### src/rtl/cmul3_pkg.sv
// Package for the three-multiplier complex product unit.
// Holds the pre-adder mode type and the pipeline depth shared by the
// datapath, the valid pipeline and the checker.
package cmul3_pkg;

    // Selects whether a pre-adder adds or subtracts its second input.
    typedef enum logic {
        PRE_ADD = 1'b0,
        PRE_SUB = 1'b1
    } pre_mode_e;

    // Registers between operand sampling and result: input, pre-add,
    // product, post-add.
    localparam int unsigned PIPE_DEPTH = 4;

    // Full output width for operand widths wa and wc: a product of a
    // (wa+1)-bit and a wc-bit value, plus one bit for the post-add.
    function automatic int unsigned out_width(input int unsigned wa, input int unsigned wc);
        return wa + wc + 2;
    endfunction

endpackage

### src/rtl/cmul3_delay.sv
// Data-only delay line of DEPTH registers.
// Assumes DEPTH >= 1. The data registers carry no reset, because their
// contents only matter when the matching valid bit is set.
module cmul3_delay #(
    parameter int unsigned W     = 8,
    parameter int unsigned DEPTH = 1
) (
    input  logic         clk,
    input  logic [W-1:0] din,
    output logic [W-1:0] dout
);

    logic [W-1:0] stage_q [DEPTH];

    generate
        for (genvar g = 0; g < DEPTH; g++) begin : g_stage
            if (g == 0) begin : g_first
                // Capture the incoming word.
                always_ff @(posedge clk) begin
                    stage_q[g] <= din;
                end
            end else begin : g_next
                // Shift the word one stage further.
                always_ff @(posedge clk) begin
                    stage_q[g] <= stage_q[g-1];
                end
            end
        end
    endgenerate

    assign dout = stage_q[DEPTH-1];

endmodule

### src/rtl/cmul3_vld_pipe.sv
// Valid-bit shift register whose depth equals the datapath latency.
// Assumes DEPTH >= 1. The synchronous active-low reset clears every stage,
// so any set in flight at reset never reaches the output.
module cmul3_vld_pipe #(
    parameter int unsigned DEPTH = 4
) (
    input  logic clk,
    input  logic rst_n,
    input  logic vin,
    output logic vout
);

    logic [DEPTH-1:0] vld_q;

    generate
        for (genvar g = 0; g < DEPTH; g++) begin : g_stage
            if (g == 0) begin : g_first
                // Load the input strobe, or clear it on reset.
                always_ff @(posedge clk) begin
                    if (!rst_n) vld_q[g] <= 1'b0;
                    else        vld_q[g] <= vin;
                end
            end else begin : g_next
                // Advance the strobe one stage, or clear it on reset.
                always_ff @(posedge clk) begin
                    if (!rst_n) vld_q[g] <= 1'b0;
                    else        vld_q[g] <= vld_q[g-1];
                end
            end
        end
    endgenerate

    assign vout = vld_q[DEPTH-1];

endmodule

### src/rtl/cmul3_preadd.sv
// Registered signed pre-adder.
// Produces x + y or x - y, chosen by MODE, one bit wider than its
// inputs so that the result cannot wrap. Both inputs are IW bits wide.
module cmul3_preadd
    import cmul3_pkg::*;
#(
    parameter int unsigned IW   = 8,
    parameter pre_mode_e   MODE = PRE_ADD
) (
    input  logic                clk,
    input  logic signed [IW-1:0] x,
    input  logic signed [IW-1:0] y,
    output logic signed [IW:0]   z
);

    logic signed [IW:0] xe, ye;

    assign xe = {x[IW-1], x};
    assign ye = {y[IW-1], y};

    generate
        if (MODE == PRE_SUB) begin : g_sub
            // Register the difference.
            always_ff @(posedge clk) begin
                z <= xe - ye;
            end
        end else begin : g_add
            // Register the sum.
            always_ff @(posedge clk) begin
                z <= xe + ye;
            end
        end
    endgenerate

endmodule

### src/rtl/cmul3_mult.sv
// Registered signed multiplier with a full-width product.
// XW and YW are the operand widths; the product is XW+YW bits wide and
// is exact for every pair of operand values.
module cmul3_mult #(
    parameter int unsigned XW = 8,
    parameter int unsigned YW = 8
) (
    input  logic                      clk,
    input  logic signed [XW-1:0]      x,
    input  logic signed [YW-1:0]      y,
    output logic signed [XW+YW-1:0]   p
);

    localparam int unsigned PW = XW + YW;

    logic signed [PW-1:0] xe, ye;

    assign xe = {{YW{x[XW-1]}}, x};
    assign ye = {{XW{y[YW-1]}}, y};

    // Register the product.
    always_ff @(posedge clk) begin
        p <= xe * ye;
    end

endmodule

### src/rtl/cmul3_postadd.sv
// Registered signed post-adder.
// Adds two IW-bit signed values into an IW+1-bit result that cannot wrap.
module cmul3_postadd #(
    parameter int unsigned IW = 8
) (
    input  logic                 clk,
    input  logic signed [IW-1:0] x,
    input  logic signed [IW-1:0] y,
    output logic signed [IW:0]   s
);

    logic signed [IW:0] xe, ye;

    assign xe = {x[IW-1], x};
    assign ye = {y[IW-1], y};

    // Register the sum.
    always_ff @(posedge clk) begin
        s <= xe + ye;
    end

endmodule

### src/rtl/cmul3_core.sv
// Three-multiplier pipelined complex multiplier.
// Computes (a + jb)(c + jd) as
//   S  = (a - b) * d
//   re = (c - d) * a + S
//   im = (c + d) * b + S
// in four register stages: input, pre-add, multiply and post-add.
// Assumptions:
//   - Operands are signed two's complement. a and b are WA bits wide,
//     c and d are WC bits wide.
//   - With the defaults, each multiply is 27 x 18 bits wide.
//   - A new operand set may arrive every clock, and there is no stall.
//   - Only the valid pipeline is reset; data registers hold don't-care
//     values until valid data reaches them.
module cmul3_core
    import cmul3_pkg::*;
#(
    parameter int unsigned WA = 26,
    parameter int unsigned WC = 17
) (
    input  logic                       clk,
    input  logic                       rst_n,
    input  logic                       in_vld,
    input  logic signed [WA-1:0]       op_a,
    input  logic signed [WA-1:0]       op_b,
    input  logic signed [WC-1:0]       op_c,
    input  logic signed [WC-1:0]       op_d,
    output logic                       out_vld,
    output logic signed [WA+WC+1:0]    out_re,
    output logic signed [WA+WC+1:0]    out_im
);

    localparam int unsigned PA_W = WA + 1;          // width of a - b
    localparam int unsigned PC_W = WC + 1;          // width of c +/- d
    localparam int unsigned PR_W = WA + WC + 1;     // width of each product
    localparam int unsigned OW   = out_width(WA, WC);

    // Stage 1: registered operands.
    logic signed [WA-1:0] a1, b1;
    logic signed [WC-1:0] c1, d1;

    // Stage 2: pre-adder results and operands aligned with them.
    logic signed [PA_W-1:0] ab_dif2;
    logic signed [PC_W-1:0] cd_dif2, cd_sum2;
    logic signed [WA-1:0]   a2, b2;
    logic signed [WC-1:0]   d2;

    // Stage 3: products.
    logic signed [PR_W-1:0] shr3, pre3, pim3;

    // Stage 4: results.
    logic signed [OW-1:0]   re4, im4;

    // Input register for all four operands.
    cmul3_delay #(.W(2*WA + 2*WC), .DEPTH(1)) i_in_reg (
        .clk  (clk),
        .din  ({op_a, op_b, op_c, op_d}),
        .dout ({a1, b1, c1, d1})
    );

    // Delay a, b and d by one more stage to meet the pre-adder outputs.
    cmul3_delay #(.W(2*WA + WC), .DEPTH(1)) i_align_reg (
        .clk  (clk),
        .din  ({a1, b1, d1}),
        .dout ({a2, b2, d2})
    );

    // Pre-adders: a - b, c - d, c + d.
    cmul3_preadd #(.IW(WA), .MODE(PRE_SUB)) i_pre_ab (
        .clk (clk), .x (a1), .y (b1), .z (ab_dif2)
    );
    cmul3_preadd #(.IW(WC), .MODE(PRE_SUB)) i_pre_cd_dif (
        .clk (clk), .x (c1), .y (d1), .z (cd_dif2)
    );
    cmul3_preadd #(.IW(WC), .MODE(PRE_ADD)) i_pre_cd_sum (
        .clk (clk), .x (c1), .y (d1), .z (cd_sum2)
    );

    // Multipliers: the shared term and the two part-specific products.
    cmul3_mult #(.XW(PA_W), .YW(WC)) i_mul_shared (
        .clk (clk), .x (ab_dif2), .y (d2), .p (shr3)
    );
    cmul3_mult #(.XW(WA), .YW(PC_W)) i_mul_re (
        .clk (clk), .x (a2), .y (cd_dif2), .p (pre3)
    );
    cmul3_mult #(.XW(WA), .YW(PC_W)) i_mul_im (
        .clk (clk), .x (b2), .y (cd_sum2), .p (pim3)
    );

    // Post-adders: the shared term added into both parts.
    cmul3_postadd #(.IW(PR_W)) i_post_re (
        .clk (clk), .x (pre3), .y (shr3), .s (re4)
    );
    cmul3_postadd #(.IW(PR_W)) i_post_im (
        .clk (clk), .x (pim3), .y (shr3), .s (im4)
    );

    // Valid strobe that travels alongside the data.
    cmul3_vld_pipe #(.DEPTH(PIPE_DEPTH)) i_vld (
        .clk   (clk),
        .rst_n (rst_n),
        .vin   (in_vld),
        .vout  (out_vld)
    );

    assign out_re = re4;
    assign out_im = im4;

endmodule

### config.mk
export PLATFORM = sky130hd
export DESIGN_NAME = cmul3_core
export DESIGN_NICKNAME = d
export VERILOG_FILES = /design/src/rtl/cmul3_pkg.sv /design/src/rtl/cmul3_delay.sv /design/src/rtl/cmul3_vld_pipe.sv /design/src/rtl/cmul3_preadd.sv /design/src/rtl/cmul3_mult.sv /design/src/rtl/cmul3_postadd.sv /design/src/rtl/cmul3_core.sv
export SDC_FILE = /design/constraint.sdc
export NUM_CORES = 2
export LEC_CHECK = 0
export ABC_CLOCK_PERIOD_IN_PS = 7300
export BUFFER_PORTS_ARGS = -buffer_cell sky130_fd_sc_hd__buf_2
export CAP_MARGIN = 10
export CORE_MARGIN = 2
export CORE_UTILIZATION = 55
export CTS_CLUSTER_SIZE = 28
export DETAILED_ROUTE_END_ITERATION = 12
export PLACE_DENSITY_LB_ADDON = 0.1
export SETUP_SLACK_MARGIN = 0.3
export SLEW_MARGIN = 5
export SYNTH_ARGS = -nofsm -noshare
export SYNTH_HDL_FRONTEND = slang
export SYNTH_SLANG_ARGS = --single-unit
### constraint.sdc
create_clock -name clk -period 7.3 [get_ports clk]
set_clock_uncertainty 0.2 [all_clocks]
set_input_delay 1.46 -clock clk [delete_from_list [all_inputs] [get_ports clk]]
set_output_delay 1.46 -clock clk [all_outputs]
set_load 0.05 [all_outputs]
; After elaboration in Yosys (flattened, before gate mapping)
; Memories as Yosys holds them, arrays and structs flattened.
; Cells that the tools add are included.
[totals]
register_bits = 289
latch_bits = 0
ramBits = 155
rom_bits = 0
inputBits = 89
out_inout_bits = 91
elab_cells = 22
n_memories = 2
[op_classes]
addsub = 5
mul = 3
div_mod_pow = 0
magnitude_cmp = 0
n_eq_ne = 0
n_shift = 0
n_mux = 0
bitwise_logic = 0
reduce_logical = 0
[memory_table]
columns = memory, depth, word_bits, rd, rd_clocked_by_memory_dff, wr, line
row1 = i_in_reg.stage_q, 1, 86, 1, 0, 1, cmul3_delay.sv:13  ; logic [W-1:0] stage_q [DEPTH];
row2 = i_align_reg.stage_q, 1, 69, 1, 0, 1, cmul3_delay.sv:13
[ops]
columns = cell, n
row1 = adder 44 x 44 -> 45 bit, 2
row2 = multiplier 26 x 18 -> 44 bit, 2
row3 = multiplier 27 x 17 -> 44 bit, 1
row4 = subtractor 26 x 26 -> 27 bit, 1
row5 = adder 17 x 17 -> 18 bit, 1
row6 = subtractor 17 x 17 -> 18 bit, 1

; Depth between registers and ports, before layout
[logic_depth]
depth_word = 1
depth_mapped = 26
ltp_nobuf = 25

; Cells and area by module
; Synthesis repeated with hierarchy kept, for this count alone.
[unflattened]
hier_cells = 7215
area_unflattened_um2 = 66500.0
[by_module_without_submodules]
columns = mod, n_inst, cells_each, area_per_inst_um2, seq_area_each_um2
row1 = cmul3_mult at i_mul_im, 1, 1945, 17466.8, 880.8
row2 = cmul3_mult at i_mul_re, 1, 1929, 17464.2, 880.8
row3 = cmul3_mult at i_mul_shared, 1, 1858, 17072.6, 880.8
row4 = cmul3_postadd, 2, 378, 3288.2, 900.9
row5 = cmul3_preadd at i_pre_ab, 1, 259, 2107.0, 540.5
row6 = cmul3_delay at i_in_reg, 1, 86, 1721.7, 1721.7
row7 = cmul3_delay at i_align_reg, 1, 69, 1381.3, 1381.3
row8 = cmul3_preadd at i_pre_cd_dif, 1, 161, 1355.0, 360.3
row9 = cmul3_preadd at i_pre_cd_sum, 1, 144, 1249.9, 360.3
row10 = cmul3_vld_pipe, 1, 8, 105.1, 80.1

; Worst setup path before layout
; OpenSTA, ideal clock, no wires.
[synth_path]
kind = flip-flop to flip-flop
from = register i_pre_cd_sum.z[0]
to = register i_mul_im.p[40]
setup_time_ns = 0.122
t_arrival_ns = 6.627
t_required_ns = 6.978
slack_ns = 0.351
path_stages_with_launch = 26
path_buffers = 2
synth_period_minus_slack_ns = 6.949
cell_sequence = dfxtp_1 -> clkbuf_1 -> clkbuf_1 -> nand2_1 -> fa_1 -> inv_1 -> fa_1 -> inv_1 -> fa_1 -> fa_1 -> inv_1 -> fa_1 -> inv_1 -> fa_1 -> inv_1 -> ha_1 -> and3_1 -> and4_1 -> a31o_2 -> a221o_1 -> a21oi_1 -> o21ai_1 -> a41oi_1 -> or4b_1 -> and3_1 -> a311o_1
[synth_between]
elab_chain_cells = 1
[synth_rtl]
columns = item, line
row1 = "start, declared", cmul3_preadd.sv:13  ; output logic signed [IW:0] z
row2 = "start signal, assigned", cmul3_preadd.sv:30  ; z <= xe + ye;
row3 = multiplier 26 x 18 -> 44 bit, cmul3_mult.sv:23  ; p <= xe * ye;
row4 = "end signal, assigned", cmul3_mult.sv:23
row5 = "end, declared", cmul3_mult.sv:11  ; output logic signed [XW+YW-1:0] p
; Every way passes these cells.
; A chain may end at the register's enable or synchronous reset.

==> results.toml <==
[status]
status = "finished clean"

[placement]
dp.cells = 8605
dpl_cell_area_um2 = 68400
place_congestion = 0.9244
dp_hpwl_um = 143300
io_buffers = 179

[global_routing]
grt_overflow = 0
grt_pass1_vias = 49687
grt_first_pass_wirelength_um = 272600
antenna_found_initial = 3
grt_max_degree = 28
grtUsageTotal_pct = 29.35

[cts]
cts_hold_buf = 0
clockRootBuffer = "clkbuf_16"
cts.htree.levels = 2
cts_sinks = 443
clk_pin_slew_ns = 0.06
cts_tree = "yes"
clockBufferDepth = 3
cts_buffers = 54
insertion_delay_ns = 0.70

[setup_path]
cp-end-kind = "flop"
crit_required_ns = 7.67
worst-path-max-fanout = 9
critPathLaunchType = "flop"
critPathKind = "reg2reg"
critical_path_arrival_ns = 7.25

[floorplanning]
dieHeight_um = 347.1
rows = 125
fp.dieArea_um2 = 120500
initial_core_util_pct = 55.58
core_area_um2 = 116500
die_x_um = 347.1
io_pins = 180

[finish]
area_growth_pct = 10.11
final_nets = 9085
multi_input_area_um2 = 49380
nFillCells = 10222
design_area_um2 = 71300
drive_above_1_share_pct = 9.493
register_area_um2 = 9046
instances_no_fill = 8732

[synthesis]
syn_area_per_cell_um2 = 9.353
synth_area_um2 = 64760
yosys_warnings = 0
ys_seq_area_share_pct = 13.70
netlist_top_cells_count = "1562 x inv_1, 1365 x fa_1, 856 x nand2_1"
synth.top_cell.area_share_pct = 42.20
synthCells = 6924
yosys.area.top_type = "fa_1"
yosysMostFrequentCell = "inv_1"
synth_edf_count = 0
syn-num-nets = 8849
synthArstFlopShare_pct = 0
synth_area_leaders = "fa_1 42%, dfxtp_1 14%, ha_1 9.1%"
ys_ff_latch = 443
ys_types = 63
ys.flop_type = "dfxtp_1"

[sta]
max_slew.worst_pin.slew_ns = 1.303
slew_headroom_pct = 10.92
fin_crit_sh_pct = 94.17
setup_viol = 0
hold_ws_ns = 0.1686
hold_viol_final = 0
grt_setup_unrepaired = "yes"
min_period_ns = 6.875
max_freq_ghz = 0.1455
slew_viol_final = 0

[drt]
drt_iter0_drc = 2729
routed_wirelength_um = 167900
vias = 46568
antenna_left = 0
vias_per_cell = 5.333
wire_per_inst_um = 19.22
remaining_drc_errors = 0
firstDrtPassIters = 6

[job]
maxCapViolations = 0

[hold_path]
hp-class = "reg2reg"
## layer usage
metal	global-route usage, %	vias up	wire length, um
met1	36.27	23607	65520
met3	4.056	375	9199
met2	48.95	1391	80540
met4	17.96	0	12600
met5	0	-	0
li1	-	21195	-
## kinds of logic (layout without fill, tap and decap cells)
group | after synthesis | count (layout) | share of synthesized area, %
AO/OA/AOI/OAI | 691 | 691 | 7.008
XOR/XNOR | 259 | 259 | 3.503
adder cells (fa/ha/maj) | 1836 | 1836 | 51.30
buffers and inverters | 1815 | 2096 | 10.52
flip-flops | 443 | 443 | 13.70
multiplexers | 1 | 1 | 0.01739
other | 0 | 3 | 0
AND/OR/NAND/NOR | 1879 | 1879 | 13.96
## registers in the layout, indices dropped and copies added, names as in the netlist
signal               flops
i_vld.vld_q              3
i_mul_im.p              44
i_pre_ab.z              27
i_post_re.s             45
i_mul_shared.p          44
i_pre_cd_dif.z          17
i_mul_re.p              44
i_align_reg.stage_q     69
i_pre_cd_sum.z          18
i_post_im.s             45
i_vld.vout               1
i_in_reg.stage_q        86
## placed cells by master, fill, tap and decap left out, types with 10 or more instances in the layout
cell,n
o21ai_0,107
nor2_1,201
xor2_1,61
a21oi_1,198
and2_1,572
a21o_1,128
dfxtp_1,357
xnor2_1,198
buf_2,179
a211oi_1,21
buf_4,221
and3_1,21
a31oi_1,18
o211ai_1,21
ha_1,464
and4_1,10
nand3_1,36
nand4_1,14
o21bai_1,36
buf_6,18
dfxtp_2,58
fa_1,1356
nor2b_1,38
inv_1,1561
dfxtp_4,28
nand2b_1,44
bufinv_16,12
o21a_1,40
clkbuf_16,55
nor3_1,47
nand2_1,855
buf_12,10
## final cells by class
cell class | instances | share of cell area, %
Multi-Input combinational cell | 4666 | 69.25
Sequential cell | 443 | 12.69
Clock buffer | 65 | 2.037
Antenna cell | 3 | 0.01053
Inverter | 1563 | 8.234
Timing Repair Buffer | 432 | 4.247
Tap cell | 1524 | 2.674
Clock inverter | 36 | 0.8581
## worst paths after layout
kind / start / endpoint / slack (ns) / cells past startpoint
worst max register to register: i_pre_cd_sum.z[0] / i_mul_re.p[42] / 0.43 / 23
worst min-delay path: i_in_reg.stage_q[0][82] / i_align_reg.stage_q[0][65] / 0.17 / 0
worst max-delay path: i_pre_cd_sum.z[0] / i_mul_re.p[42] / 0.43 / 23
worst min register to register: i_in_reg.stage_q[0][82] / i_align_reg.stage_q[0][65] / 0.17 / 0
## what timing repair did
item / CTS / global route
gates resized for setup: 55 / 151
pin swaps: 5 / 26
buffers inserted: 2 / 20
setup endpoints to repair: 18 / 27
cloned: 0 / 1
## worst max-delay path, stage by stage, from the launching register on
cell,delay (ns)
dfxtp_4,0.44
buf_12,0.16
nand2_1,0.08
fa_1,0.54
inv_1,0.05
fa_1,0.50
inv_1,0.05
fa_1,0.46
fa_1,0.51
inv_1,0.05
fa_1,0.54
inv_1,0.05
fa_1,0.47
inv_1,0.06
ha_4,0.23
and2_1,0.16
and3_1,0.19
and4_1,0.22
o31a_1,0.43
o211ai_1,0.51
a21oi_1,0.13
a2111o_1,0.41
a21oi_1,0.18
xnor2_1,0.13
## through the flow
step	setup WS, ns	utilization, %	TNS [ns]
finish	0.4255	61.19	0
global route	0.2405	61.19	0
CTS	0.2957	60.60	0
detailed placement	-0.05044	58.71	-0.05044
global placement	0.09028	58.71	0
floorplan	0.3505	-	0
Power is left out: the tool's default activity adds up to more than one toggle a clock period on the data nets, which glitch-free logic cannot reach.
